File: src/rtl/tmr_chan_pkg.sv
package tmr_chan_pkg;

    typedef enum logic [1:0] {
        REG_CTRL  = 2'd0,
        REG_VALHI = 2'd1,
        REG_VALLO = 2'd2,
        REG_SPARE = 2'd3
    } addr_e;

    // Control fields; packed order matches the low six bits of the control byte
    typedef struct packed {
        logic [1:0] mode;   // 00 capture, otherwise compare
        logic [1:0] sel;    // edge select (capture) or match action (compare)
        logic       tov;    // invert output on counter wrap
        logic       maxd;   // full-duty request
    } ctrl_t;

    localparam int CTRL_W = $bits(ctrl_t);

    function automatic logic is_capture(ctrl_t c);
        return c.mode == 2'b00;
    endfunction

    function automatic logic edge_selected(logic [1:0] s, logic rise, logic fall);
        return (s[0] & rise) | (s[1] & fall);
    endfunction

    function automatic logic apply_action(logic [1:0] a, logic cur);
        case (a)
            2'b01:   return ~cur;
            2'b10:   return 1'b0;
            2'b11:   return 1'b1;
            default: return cur;
        endcase
    endfunction

endpackage

File: src/rtl/tmr_chan_edge.sv
module tmr_chan_edge
    import tmr_chan_pkg::*;
(
    input  logic       clk,
    input  logic       rst,
    input  logic       pin_in,
    input  logic [1:0] sel,
    output logic       hit
);
    logic pin_q;

    always_ff @(posedge clk) begin
        if (rst) pin_q <= 1'b0;
        else     pin_q <= pin_in;
    end

    assign hit = edge_selected(sel, pin_in & ~pin_q, ~pin_in & pin_q);
endmodule

File: src/rtl/tmr_chan_regs.sv
module tmr_chan_regs
    import tmr_chan_pkg::*;
#(
    parameter int BW = 8,
    localparam int CW = 2 * BW
) (
    input  logic          clk,
    input  logic          rst,
    input  logic          bus_sel,
    input  logic          bus_wr,
    input  logic          bus_rd,
    input  logic [1:0]    bus_addr,
    input  logic [BW-1:0] bus_wdata,
    output logic [BW-1:0] bus_rdata,
    input  logic [CW-1:0] cnt_val,
    input  logic          cap_hit,
    input  logic          match,
    output ctrl_t         ctrl,
    output logic [CW-1:0] chval,
    output logic          flag,
    output logic          cap_fire,
    output logic          cap_block,
    output logic          cmp_block
);
    logic ctrl_wr, ctrl_rd, hi_wr, lo_wr, hi_rd, lo_rd;
    logic cap_lock, cmp_lock, clr_arm;
    logic unused_bits;

    assign ctrl_wr = bus_sel & bus_wr & (addr_e'(bus_addr) == REG_CTRL);
    assign ctrl_rd = bus_sel & bus_rd & (addr_e'(bus_addr) == REG_CTRL);
    assign hi_wr   = bus_sel & bus_wr & (addr_e'(bus_addr) == REG_VALHI);
    assign lo_wr   = bus_sel & bus_wr & (addr_e'(bus_addr) == REG_VALLO);
    assign hi_rd   = bus_sel & bus_rd & (addr_e'(bus_addr) == REG_VALHI);
    assign lo_rd   = bus_sel & bus_rd & (addr_e'(bus_addr) == REG_VALLO);
    assign unused_bits = &{1'b0, bus_wdata[BW-2:CTRL_W]};

    // Locks take hold in the cycle of the high-byte access itself
    assign cap_block = cap_lock | hi_rd;
    assign cmp_block = cmp_lock | hi_wr;
    assign cap_fire  = is_capture(ctrl) & cap_hit & ~cap_block;

    always_ff @(posedge clk) begin
        if (rst) begin
            ctrl     <= '0;
            cap_lock <= 1'b0;
            cmp_lock <= 1'b0;
            clr_arm  <= 1'b0;
            flag     <= 1'b0;
        end else begin
            if (ctrl_wr) ctrl <= ctrl_t'(bus_wdata[CTRL_W-1:0]);

            if (hi_rd && is_capture(ctrl))       cap_lock <= 1'b1;
            else if (lo_rd)                      cap_lock <= 1'b0;

            if (hi_wr && !is_capture(ctrl))      cmp_lock <= 1'b1;
            else if (lo_wr)                      cmp_lock <= 1'b0;

            if (ctrl_wr)                         clr_arm <= 1'b0;
            else if (ctrl_rd && flag)            clr_arm <= 1'b1;

            if (cap_fire || match)               flag <= 1'b1;
            else if (ctrl_wr && clr_arm && !bus_wdata[BW-1]) flag <= 1'b0;
        end
    end

    // Channel value deliberately has no reset
    always_ff @(posedge clk) begin
        if (cap_fire) begin
            chval <= cnt_val;
        end else begin
            if (hi_wr) chval[CW-1:BW] <= bus_wdata;
            if (lo_wr) chval[BW-1:0]  <= bus_wdata;
        end
    end

    always_comb begin
        bus_rdata = '0;
        unique case (addr_e'(bus_addr))
            REG_CTRL: begin
                bus_rdata[BW-1]       = flag;
                bus_rdata[CTRL_W-1:0] = ctrl;
            end
            REG_VALHI: bus_rdata = chval[CW-1:BW];
            REG_VALLO: bus_rdata = chval[BW-1:0];
            default:   bus_rdata = '0;
        endcase
    end
endmodule

File: src/rtl/tmr_chan_wave.sv
module tmr_chan_wave
    import tmr_chan_pkg::*;
#(
    parameter int CW = 16
) (
    input  logic          clk,
    input  logic          rst,
    input  ctrl_t         ctrl,
    input  logic [CW-1:0] cnt_val,
    input  logic          cnt_ovf,
    input  logic [CW-1:0] chval,
    input  logic          cmp_block,
    output logic          match,
    output logic          lvl,
    output logic          maxd_eff,
    output logic          pin_out
);
    logic cmp_mode, wrap_tog;

    assign cmp_mode = ~is_capture(ctrl);
    assign match    = cmp_mode & ~cmp_block & (cnt_val == chval);
    assign wrap_tog = cmp_mode & ctrl.tov & cnt_ovf;

    always_ff @(posedge clk) begin
        if (rst) begin
            lvl      <= 1'b0;
            maxd_eff <= 1'b0;
        end else begin
            // Wrap toggle outranks the match action
            if (wrap_tog)    lvl <= ~lvl;
            else if (match)  lvl <= apply_action(ctrl.sel, lvl);
            if (cnt_ovf)     maxd_eff <= ctrl.maxd;
        end
    end

    assign pin_out = cmp_mode & ((ctrl.tov & maxd_eff) | lvl);
endmodule

File: src/rtl/tmr_chan.sv
module tmr_chan
    import tmr_chan_pkg::*;
#(
    parameter int BW = 8,
    localparam int CW = 2 * BW
) (
    input  logic          clk,
    input  logic          rst,
    input  logic [CW-1:0] cnt_val,
    input  logic          cnt_ovf,
    input  logic          pin_in,
    output logic          pin_out,
    input  logic          bus_sel,
    input  logic          bus_wr,
    input  logic          bus_rd,
    input  logic [1:0]    bus_addr,
    input  logic [BW-1:0] bus_wdata,
    output logic [BW-1:0] bus_rdata
);
    ctrl_t         ctrl;
    logic [CW-1:0] chval;
    logic          flag, cap_hit, cap_fire, cap_block, cmp_block;
    logic          match, lvl, maxd_eff;

    tmr_chan_edge u_edge (
        .clk    (clk),
        .rst    (rst),
        .pin_in (pin_in),
        .sel    (ctrl.sel),
        .hit    (cap_hit)
    );

    tmr_chan_regs #(.BW(BW)) u_regs (
        .clk       (clk),
        .rst       (rst),
        .bus_sel   (bus_sel),
        .bus_wr    (bus_wr),
        .bus_rd    (bus_rd),
        .bus_addr  (bus_addr),
        .bus_wdata (bus_wdata),
        .bus_rdata (bus_rdata),
        .cnt_val   (cnt_val),
        .cap_hit   (cap_hit),
        .match     (match),
        .ctrl      (ctrl),
        .chval     (chval),
        .flag      (flag),
        .cap_fire  (cap_fire),
        .cap_block (cap_block),
        .cmp_block (cmp_block)
    );

    tmr_chan_wave #(.CW(CW)) u_wave (
        .clk       (clk),
        .rst       (rst),
        .ctrl      (ctrl),
        .cnt_val   (cnt_val),
        .cnt_ovf   (cnt_ovf),
        .chval     (chval),
        .cmp_block (cmp_block),
        .match     (match),
        .lvl       (lvl),
        .maxd_eff  (maxd_eff),
        .pin_out   (pin_out)
    );
endmodule

File: config.mk
export PLATFORM = sky130hd
export DESIGN_NAME = tmr_chan
export DESIGN_NICKNAME = d
export VERILOG_FILES = /design/src/rtl/tmr_chan_pkg.sv /design/src/rtl/tmr_chan_edge.sv /design/src/rtl/tmr_chan_regs.sv /design/src/rtl/tmr_chan_wave.sv /design/src/rtl/tmr_chan.sv
export SDC_FILE = /design/constraint.sdc
export NUM_CORES = 1
export LEC_CHECK = 0
export BUFFER_PORTS_ARGS = -buffer_cell sky130_fd_sc_hd__clkbuf_2
export CORE_MARGIN = 4
export CORE_UTILIZATION = 47
export DETAILED_ROUTE_END_ITERATION = 10
export PLACE_DENSITY = 0.75
export SYNTH_ARGS = -nofsm -noshare
export SYNTH_HDL_FRONTEND = slang
export SYNTH_SLANG_ARGS = --single-unit
File: constraint.sdc
create_clock -name clk -period 2.1 [get_ports clk]
set_input_delay 0.42 -clock clk [delete_from_list [all_inputs] [get_ports clk]]
set_output_delay 0.42 -clock clk [all_outputs]
set_load 0.01 [all_outputs]
==> qor.txt, run 1 <==
Status - finished, final reports clean
Max Cap Viol - 0
Yosys warnings - 0
Reg2reg path depth - 7
Critical path type - in -> out
Post-CTS sizing - 0
Crit path cell chain - clkbuf_2 > inv_1 > ha_1 > a222oi_1 > nor2_1 > clkbuf_2
Max FO, Critical Path - 10
Root Driver - clkbuf_4
Inserted Clock Buffers - 5
Layout cells sized above 1 - 36.9%
Worst skew pair latency - 0.34 ns
CTS Sinks - 29
Post-Synthesis Cells - 146
Post-synth top area share - 29.0%
Synth area leader - edfxtp_1
H-tree level count - 2
Worst min-delay path startpoint - pin_in
Setup-failing EPs final - 0
Buffers & Inverters on Critical Path - 3
CP delay by family, top - compound AO/OA/AOI/OAI gates
TritonCTS clock tree - done
Via count - 1,329
Crit path depth - 6
Detail Route Antenna Nets - 0
R2r endpoint - u_regs.chval[7]$_DFFE_PP_
Max_slew headroom - 73.2%
Reg2Reg Setup Slack - 0.26 ns
Dominant cell by count in the synthesized netlist - nor2_1
Seq cells post-synth - 29
CP required - 1.68 ns
RePlAce Congestion - 0.831
Register area share after synthesis - 44.7%
IO Count - 42
Buffers added on ports - 41
Gr usage total - 19.4%
Top cells by area, synth - edfxtp_1 (29%), dfxtp_1 (16%), xor2_1 (7.4%)
Avg WL per Cell - 16.4 um
Post-synth ARST share - 0%
PwrDens - 569 mW/mm2
Largest net degree at the start of global routing - 16
Initial antenna violation count - 0
Fmax - 0.515 GHz
Tightest Pin Transition - 0.402 ns
Vias in the first global route - 1,326
CP arrival - 1.52 ns
Synth unique cells - 31
NumNets Final - 235
Worst hold path type - in -> reg
DIE WIDTH - 67.4 um
Synth cell count leaders - nor2_1 (22), edfxtp_1 (16), xor2_1 (14), dfxtp_1 (13), mux2_2 (9)
Setup bufs post-CTS - 0
Slowest Stage Delay on Critical Path - 0.37 ns
CP endpoint kind - primary output
Worst VDD drop - 0.412 mV
Final period util - 92.5%
Reg clk slew, reported paths - 0.08 ns
Count of pins over their slew limit - 0
Setup crit start kind - input port
Gr ovfl total - 0
Antenna cells - 0
Hold Vio Cnt, Final - 0
Hold EP - u_edge.pin_q$_SDFF_PP0_
Vias/cell - 5.45
Final std cells w/o fill - 244
First-pass GRT wire length - 6.35 mm
Hold-fix buffers, CTS - 0
Post-Syn Area - 0.00166 mm2
Standard-cell rows - 21
1st-pass router iterations - 4
DIE HEIGHT - 67.4 um
Slowest-stage cell, CP - a222oi_1
Core ar. - 0.00336 mm2
Clock Skews - 0.0122 ns
Syn_area_per_cell - 11.4 um2
Hold Path Cell Cnt - 2
Area Overhead vs Synth - 21.7%
Final wirelength - 3.99 mm
Die ar. - 0.00454 mm2
Tmin final - 1.94 ns
Initial DRC count - 66
Post-Synthesis Net Count - 184
Most used cell, CP - clkbuf_2
CTS max path bufs - 2
Hpwl dp - 3.14 mm
RSZ-0062 raised after global routing - false
RR Startpoint - u_regs.ctrl[2]$_SDFFE_PP0P_
Setup TNS Final - 0 ns
DRC Markers - 0
Post-synth EDFFs - 16
Initial Util - 49.3%
Ys flop type - edfxtp_1
Inst Count DP - 236
Leakage power - 0.898 nW
cell type report:
cell class	count	area (um2)
Timing Repair Buffer	50	285
Tap cell	46	57.6
Multi-Input combinational cell	106	856
Inverter	5	18.8
Sequential cell	29	741
Clock buffer	8	58.8
Fill cell	301	1350
layer usage:
| layer | wire [um] | vias to the layer above | track usage (%) |
|---|---|---|---|
| met3 | 287 | 4 | 4.33 |
| met5 | 0 | - | 0 |
| met1 | 1750 | 631 | 24.1 |
| met2 | 1920 | 51 | 33.5 |
| li1 | - | 643 | - |
| met4 | 36 | 0 | 6.08 |
per-stage QoR:
stage	area [um2]	utilization [%]	total power, mW	hold slack, ns	setup slack, ns
finish	2020	60.0	1.15	0.346	0.158
CTS	2020	60.0	1.15	0.345	0.160
detailed placement	1960	58.2	0.803	0.489	0.0199
global placement	1960	58.2	0.797	0.461	0.0685
floorplan	1660	-	0.721	0.448	0.0284
global route	2020	60.0	1.19	0.359	0.0705
placed cells by master, fill, tap and decap left out, types with 2 or more instances in the layout:
master / count
clkbuf_2: 41
nor2_1: 22
edfxtp_1: 16
xor2_1: 14
dfxtp_1: 13
mux2_2: 9
mux2i_1: 8
buf_4: 8
a222oi_1: 7
mux2_4: 7
inv_1: 5
nand3_1: 5
ha_1: 5
clkbuf_4: 5
nand2_1: 4
nor4_1: 4
and3_1: 2
a22oi_1: 2
nor2b_1: 2
nand2b_1: 2
a21oi_1: 2
o211ai_1: 2
xnor2_1: 2
o31a_1: 2
clkbuf_1: 2
sequential cells by signal (all words and copies together) (netlist names):
name             flops
u_edge.pin_q         1
u_regs.flag          1
u_regs.cmp_lock      1
u_regs.chval        16
u_regs.clr_arm       1
u_wave.maxd_eff      1
u_regs.cap_lock      1
u_wave.lvl           1
u_regs.ctrl          6
worst max path at each step:
stage,start,to
global placement,bus_addr[1],u_regs.chval[5]$_DFFE_PP_
global route,bus_addr[0],bus_rdata[4]
finish,bus_addr[0],bus_rdata[4]
CTS,bus_addr[0],bus_rdata[4]
detailed placement,bus_addr[1],u_regs.chval[13]$_DFFE_PP_
floorplan,bus_addr[1],u_regs.chval[0]$_DFFE_PP_
logic make-up (layout without fill, tap and decap cells):
| logic type | Yosys count | after routing | share of synthesized area (%) |
|---|---|---|---|
| AOI/OAI and AO/OA | 18 | 18 | 9.13 |
| and+or+nand+nor | 43 | 43 | 12.5 |
| adders and majority gates | 5 | 5 | 3.77 |
| muxes | 24 | 24 | 17.3 |
| DFF | 29 | 29 | 44.7 |
| buffers and inverters | 11 | 63 | 4.23 |
| xor gates and xnor gates | 16 | 16 | 8.45 |
power by group:
group / leakage, nW / internal (mW) / total, mW / switching [mW]
registers: 0.251 / 0.613 / 0.623 / 0.0102
clock network: 0.0326 / 0.165 / 0.356 / 0.191
logic: 0.615 / 0.0832 / 0.168 / 0.0849
worst reg2reg max path, delay by kind of cell, from the launching register on:
| kind | cells | cell delay, ns |
|---|---|---|
| buffers and inverters | 2 | 0.36 |
| AO/OA/AOI/OAI | 1 | 0.08 |
| flip-flops | 1 | 0.43 |
| AND/OR/NAND/NOR | 4 | 0.69 |
Note: power is estimated with default switching activity, not from simulation.
==> run 2, diff against run 1 <==
--- a/config.mk
+++ b/config.mk
@@ -6,8 +6,10 @@
 export NUM_CORES = 1
 export LEC_CHECK = 0
 export BUFFER_PORTS_ARGS = -buffer_cell sky130_fd_sc_hd__clkbuf_2
+export CELL_PAD_IN_SITES_DETAIL_PLACEMENT = 1
+export CELL_PAD_IN_SITES_GLOBAL_PLACEMENT = 2
 export CORE_MARGIN = 4
-export CORE_UTILIZATION = 47
+export CORE_UTILIZATION = 30
 export DETAILED_ROUTE_END_ITERATION = 10
 export PLACE_DENSITY = 0.75
 export SYNTH_ARGS = -nofsm -noshare
==> run 2 against run 1 <==
  * Combinational power up 4%
  * Clock skew shrank 0.0067 ns
  * Routed wire length grew 24%
  * Worst setup slack got worse by 0.067 ns
  * Sequential share of layout area shrank 0.93 points
  * Power rose by 10%
  * Flip-flop and latch count is the same
  * Global-route usage is 3.6 points lower
  * Clock-buffer cell count fell by 2
  * Register-to-register slack about the same
  * Non-clock buffer count unchanged
  * Critical path type unchanged
  * Critical endpoint is now bus_rdata[3]
  * Largest power group unchanged
==> qor.txt, run 2 (synthesized netlist as in run 1, its figures left out) <==
Inserted Clock Buffers - 5 (unchanged)
Crit path depth - 7 (was 6)
Antenna cells - 0 (unchanged)
Worst VDD drop - 0.347 mV (was 0.412 mV)
Total power draw - 1.26 mW (was 1.15 mW)
Max reg flops - 16 (unchanged)
Max_slew headroom - 72.5% (was 73.2%)
Most used cell, CP - clkbuf_2 (unchanged)
DRC Markers - 0 (unchanged)
Final worst slack - 0.0910 ns (was 0.158 ns)
Standard-cell rows - 26 (was 21)
Max FO, Critical Path - 9 (was 10)
Top Registers - u_regs.chval: 16 flops, u_regs.ctrl: 6 flops (unchanged)
Hpwl dp - 3.99 mm (was 3.14 mm)
R2r endpoint - u_wave.lvl$_SDFFE_PP0P_ (was u_regs.chval[7]$_DFFE_PP_)
Die ar. - 0.00678 mm2 (was 0.00454 mm2)
Status - finished, final reports clean (unchanged)
Inst Count DP - 260 (was 236)
Setup bufs post-CTS - 0 (unchanged)
Max Cap Viol - 0 (unchanged)
Crit path cell chain - clkbuf_2 > inv_1 > ha_1 > buf_4 > a222oi_1 > nor2_1 > clkbuf_2 (was clkbuf_2 > inv_1 > ha_1 > a222oi_1 > nor2_1 > clkbuf_2)
Avg WL per Cell - 18.5 um (was 16.4 um)
CP arrival - 1.59 ns (was 1.52 ns)
Setup TNS Final - 0 ns (unchanged)
Reg clk slew, reported paths - 0.06 ns (was 0.08 ns)
Worst hold path type - in -> reg (unchanged)
RePlAce Congestion - 0.776 (was 0.831)
Final instance area - 0.00207 mm2 (was 0.00202 mm2)
Setup-failing EPs final - 0 (unchanged)
Setup crit start kind - input port (unchanged)
Initial Util - 31.7% (was 49.3%)
CP required - 1.68 ns (about the same)
RR Startpoint - u_regs.ctrl[5]$_SDFFE_PP0P_ (was u_regs.ctrl[2]$_SDFFE_PP0P_)
Critical path type - in -> out (unchanged)
TritonCTS clock tree - done (unchanged)
DIE WIDTH - 82.3 um (was 67.4 um)
Fmax - 0.498 GHz (was 0.515 GHz)
PwrDens - 610 mW/mm2 (was 569 mW/mm2)
Crit path from - bus_addr[1] (was bus_addr[0])
1st-pass router iterations - 4 (unchanged)
Count of pins over their slew limit - 0 (unchanged)
Largest Register - u_regs.chval (unchanged)
Buffers added on ports - 41 (unchanged)
DIE HEIGHT - 82.3 um (was 67.4 um)
Detail Route Antenna Nets - 0 (unchanged)
Tmin final - 2.01 ns (was 1.94 ns)
Most common cell after layout, fill and taps aside - clkbuf_2 (unchanged)
Final period util - 95.7% (was 92.5%)
Pre-CTS WS - 0.0400 ns (was 0.0199 ns)
Final std cells w/o fill - 268 (was 244)
Area Overhead vs Synth - 24.8% (was 21.7%)
RSZ-0062 raised after global routing - false (unchanged)
CP endpoint kind - primary output (unchanged)
Reg2Reg Setup Slack - 0.25 ns (was 0.26 ns)
Initial antenna violation count - 0 (unchanged)
Vias in the first global route - 1,484 (was 1,326)
Slowest-stage cell, CP - a222oi_1 (unchanged)
Initial DRC count - 62 (was 66)
Gr ovfl total - 0 (unchanged)
Commonest non-fill, non-tap cells in the layout - clkbuf_2 (41), nor2_1 (22), edfxtp_1 (16), xor2_1 (14), dfxtp_1 (13) (unchanged)
Root Driver - clkbuf_8 (was clkbuf_4)
CTS max path bufs - 2 (unchanged)
Buffers & Inverters on Critical Path - 4 (was 3)
Largest net degree at the start of global routing - 12 (was 16)
CTS Sinks - 29 (unchanged)
CP endpoint - bus_rdata[3] (was bus_rdata[4])
Reg2reg path depth - 6 (was 7)
Gr usage total - 15.8% (was 19.4%)
Leakage power - 0.910 nW (was 0.898 nW)
Tightest Pin Transition - 0.408 ns (was 0.402 ns)
IO Count - 42 (unchanged)
First-pass GRT wire length - 7.81 mm (was 6.35 mm)
Core ar. - 0.00524 mm2 (was 0.00336 mm2)
Worst skew pair latency - 0.28 ns (was 0.34 ns)
Final wirelength - 4.95 mm (was 3.99 mm)
Layout cells sized above 1 - 37.9% (was 36.9%)
Via count - 1,363 (was 1,329)
Placement Cell Area - 0.00198 mm2 (was 0.00196 mm2)
Slowest Stage Delay on Critical Path - 0.41 ns (was 0.37 ns)
Vias/cell - 5.09 (was 5.45)
CP delay by family, top - buffers and inverters (was compound AO/OA/AOI/OAI gates)
Clock Skews - 0.00558 ns (was 0.0122 ns)
NumNets Final - 235 (unchanged)
Hold Vio Cnt, Final - 0 (unchanged)
H-tree level count - 2 (unchanged)
run 2: cell types whose count changed in the layout (fill, tap and decap cells not counted), sizes merged:
cell,change
clkinv,+2
clkbuf,-2
run 2: power breakdown:
group,switching [mW],internal [mW]
clock network,0.206,0.259
logic,0.0913,0.0832
registers,0.0105,0.614
total,0.308,0.956
run 2: what timing repair did:
| item | in CTS | in global routing |
|---|---|---|
| hold buffers | 0 | 0 |
| gates resized for setup | 0 | 1 |
| endpoints found under the setup margin | 0 | 2 |
run 2: area by class of cell:
cell class                 count  area [um2]
clock buffer                   6        82.6
clock inverter                 2        8.76
fill                         601        3170
inverter                       5        18.8
multi-input combinational    106         858
sequential                    29         741
tap                           70        87.6
timing repair buffer          50         273
run 2: worst min-delay path by stage:
stage / depth (start not counted) / endpoint / start / slack [ns]
5_1_grt: 2 / u_edge.pin_q$_SDFF_PP0_ / pin_in / 0.42
3_3_place_gp: 2 / u_wave.lvl$_SDFFE_PP0P_ / u_wave.lvl$_SDFFE_PP0P_ / 0.46
6_report: 2 / u_edge.pin_q$_SDFF_PP0_ / pin_in / 0.41
4_1_cts: 2 / u_edge.pin_q$_SDFF_PP0_ / pin_in / 0.41
3_5_place_dp: 2 / u_regs.cmp_lock$_SDFFE_PP0P_ / u_regs.cmp_lock$_SDFFE_PP0P_ / 0.48
2_1_floorplan: 2 / u_wave.lvl$_SDFFE_PP0P_ / u_wave.lvl$_SDFFE_PP0P_ / 0.45
run 2: layer usage:
layer	part of all wire, %	vias up	global-route usage, %	wire length (um)
met5	0	-	0	0
met4	2.1	0	3.99	104
met3	4.9	11	3.58	244
met2	51	37	28.0	2550
met1	41	670	19.3	2050
li1	-	645	-	-
run 2: worst reg2reg max path: stages, from the launching register on:
cell     delay (ns)
dfxtp_1        0.41
nor2_1         0.11
buf_4          0.16
nor4_1         0.33
nand4_1        0.20
o31ai_1        0.34
mux2i_1        0.22
run 2: through the flow:
stage | util, % | hold WS (ns)
final | 39.5 | 0.408
after global routing | 39.5 | 0.421
after CTS | 39.5 | 0.409
after detailed placement | 37.7 | 0.484
after global placement | 37.7 | 0.463
after floorplan | - | 0.448
==> run 3, diff against run 2 <==
--- a/config.mk
+++ b/config.mk
@@ -9,9 +9,9 @@
 export CELL_PAD_IN_SITES_DETAIL_PLACEMENT = 1
 export CELL_PAD_IN_SITES_GLOBAL_PLACEMENT = 2
 export CORE_MARGIN = 4
-export CORE_UTILIZATION = 30
+export CORE_UTILIZATION = 36
 export DETAILED_ROUTE_END_ITERATION = 10
-export PLACE_DENSITY = 0.75
+export PLACE_DENSITY = 0.84
 export SYNTH_ARGS = -nofsm -noshare
 export SYNTH_HDL_FRONTEND = slang
 export SYNTH_SLANG_ARGS = --single-unit
==> constraint.sdc (replaced) <==
create_clock -name clk -period 2.4 [get_ports clk]
set_input_delay 0.48 -clock clk [delete_from_list [all_inputs] [get_ports clk]]
set_output_delay 0.48 -clock clk [all_outputs]
set_load 0.01 [all_outputs]
==> run 3 against run 2 <==
  * First-iteration DRC count increased by 13%
  * Global-route usage increased by 2.4 points
  * Via count decreased by 4.0%
  * Non-clock buffer count unchanged
  * Hold slack improved by 0.040 ns
  * Largest power group unchanged
==> qor.txt, run 3 (synthesized netlist as in run 1, its figures left out) <==
Antenna cells - 0 (unchanged)
Slowest Stage Delay on Critical Path - 0.40 ns (was 0.41 ns)
Buffers added on ports - 41 (unchanged)
Worst skew pair latency - 0.29 ns (was 0.28 ns)
Tightest Pin Transition - 0.452 ns (was 0.408 ns)
Hold Vio Cnt, Final - 0 (unchanged)
Max Cap Viol - 0 (unchanged)
Worst min-delay path startpoint - pin_in (unchanged)
Leakage power - 0.908 nW (was 0.910 nW)
Slowest-stage cell, CP - a222oi_1 (unchanged)
Vias/cell - 5.24 (was 5.09)
Most common cell after layout, fill and taps aside - clkbuf_2 (unchanged)
H-tree level count - 2 (unchanged)
Count of pins over their slew limit - 0 (unchanged)
CP endpoint kind - primary output (unchanged)
Reg2reg path depth - 7 (was 6)
Avg WL per Cell - 18.7 um (was 18.5 um)
Largest net degree at the start of global routing - 12 (unchanged)
Setup TNS Final - 0 ns (unchanged)
WHS - 0.448 ns (was 0.408 ns)
CTS Sinks - 29 (unchanged)
Hold Path Cell Cnt - 2 (unchanged)
Status - finished, final reports clean (unchanged)
Worst VDD drop - 0.333 mV (was 0.347 mV)
Clock power share - 35.6% (was 36.8%)
Max reg flops - 16 (unchanged)
Setup bufs post-CTS - 0 (unchanged)
Crit path from - bus_addr[0] (was bus_addr[1])
IO Count - 42 (unchanged)
Final instance area - 0.00204 mm2 (was 0.00207 mm2)
Final wirelength - 4.68 mm (was 4.95 mm)
CP arrival - 1.63 ns (was 1.59 ns)
Clock Skews - 0.00477 ns (was 0.00558 ns)
CTS max path bufs - 2 (unchanged)
RR Startpoint - u_regs.ctrl[2]$_SDFFE_PP0P_ (was u_regs.ctrl[5]$_SDFFE_PP0P_)
Worst hold path type - in -> reg (unchanged)
Reg clk slew, reported paths - 0.06 ns (about the same)
Final period util - 87.9%
1st-pass router iterations - 7 (was 4)
Sequential cell fraction of total power - 50.4% (was 49.4%)
Switching Power - 274 uW (was 308 uW)
Initial antenna violation count - 0 (unchanged)
DIE WIDTH - 75.9 um (was 82.3 um)
Crit path cell chain - clkbuf_2 > inv_1 > ha_1 > a222oi_1 > nor2_1 > clkbuf_2 (was clkbuf_2 > inv_1 > ha_1 > buf_4 > a222oi_1 > nor2_1 > clkbuf_2)
Top Registers - u_regs.chval: 16 flops, u_regs.ctrl: 6 flops (unchanged)
NumNets Final - 235 (unchanged)
Pre-CTS WS - 0.253 ns (was 0.0400 ns)
Initial DRC count - 70 (was 62)
Combinational power share - 14.0% (was 13.8%)
TritonCTS clock tree - done (unchanged)
Vias in the first global route - 1,495 (was 1,484)
Inst Count DP - 242 (was 260)
First-pass GRT wire length - 7.65 mm (was 7.81 mm)
Area Overhead vs Synth - 22.8% (was 24.8%)
Switch share - 25.3% (was 24.3%)
DRC Markers - 0 (unchanged)
CP required - 1.92 ns (was 1.68 ns)
Hold-fix buffers, CTS - 0 (unchanged)
Max_slew headroom - 69.8% (was 72.5%)
Final worst slack - 0.289 ns (was 0.0910 ns)
RePlAce Congestion - 0.855 (was 0.776)
Gr ovfl total - 0 (unchanged)
Gr usage total - 18.3% (was 15.8%)
Largest Register - u_regs.chval (unchanged)
DIE HEIGHT - 75.9 um (was 82.3 um)
Root Driver - clkbuf_8 (unchanged)
PwrDens - 532 mW/mm2 (was 610 mW/mm2)
Hpwl dp - 3.73 mm (was 3.99 mm)
Fmax - 0.474 GHz
Layout cells sized above 1 - 37.4% (was 37.9%)
Setup-failing EPs final - 0 (unchanged)
Die ar. - 0.00575 mm2 (was 0.00678 mm2)
Detail Route Antenna Nets - 0 (unchanged)
Post-CTS sizing - 0 (unchanged)
Via count - 1,309 (was 1,363)
Int Pwr - 810 uW (was 956 uW)
RSZ-0062 raised after global routing - false (unchanged)
Final std cells w/o fill - 250 (was 268)
Core ar. - 0.00441 mm2 (was 0.00524 mm2)
Inserted Clock Buffers - 5 (unchanged)
Standard-cell rows - 24 (was 26)
Placement Cell Area - 0.00195 mm2 (was 0.00198 mm2)
Commonest non-fill, non-tap cells in the layout - clkbuf_2 (41), nor2_1 (22), edfxtp_1 (16), xor2_1 (14), dfxtp_1 (13) (unchanged)
Critical path type - in -> out (unchanged)
Setup crit start kind - input port (unchanged)
Most used cell, CP - clkbuf_2 (unchanged)
Initial Util - 37.6% (was 31.7%)
Max FO, Critical Path - 10 (was 9)
Tmin final - 2.11 ns
==> run 3: path summary, 6_finish.rpt <==
kind	end	slack [ns]
max	bus_rdata[4]	0.29
min	u_edge.pin_q$_SDFF_PP0_	0.45
max reg2reg	u_regs.chval[6]$_DFFE_PP_	0.53
min reg2reg	u_wave.maxd_eff$_SDFFE_PP0P_	0.50
==> run 3: layout make-up <==
| type | count | area (um2) |
|---|---|---|
| clock inverter | 2 | 10.0 |
| multi-input combinational | 106 | 856 |
| inverter | 5 | 18.8 |
| tap | 52 | 65.1 |
| timing repair buffer | 50 | 273 |
| clock buffer | 6 | 72.6 |
| sequential | 29 | 741 |
| fill | 526 | 2380 |
==> run 3: routing by layer <==
| layer | GRT usage, % | part of all wire [%] | vias up |
|---|---|---|---|
| met5 | 0 | 0 | - |
| met2 | 31.3 | 50 | 37 |
| met3 | 3.56 | 6.1 | 7 |
| met4 | 6.99 | 1.8 | 0 |
| met1 | 22.5 | 42 | 622 |
| li1 | - | - | 643 |
==> run 3: metrics by stage <==
| step | total power, mW | util (%) |
|---|---|---|
| final | 1.08 | 46.1 |
| after global routing | 1.13 | 46.1 |
| after CTS | 1.09 | 46.1 |
| after detailed placement | 0.709 | 44.2 |
| after global placement | 0.703 | 44.2 |
| after floorplan | 0.631 | - |
==> run 3: power groups by stage <==
| stage | Sequential (mW) | Clock (mW) | Combinational [mW] |
|---|---|---|---|
| after CTS | 0.546 | 0.395 | 0.153 |
| after floorplan | 0.553 | 0 | 0.0778 |
| final | 0.546 | 0.386 | 0.152 |
| after global placement | 0.556 | 0 | 0.147 |
| after global routing | 0.547 | 0.416 | 0.168 |
| after detailed placement | 0.556 | 0 | 0.152 |
==> run 3: worst max-delay path, delay by kind of cell <==
kind                       cells  cell delay (ns)
AOI/OAI and AO/OA              1             0.40
adders and majority gates      1             0.36
buffers and inverters          3             0.31
and+or+nand+nor                1             0.07
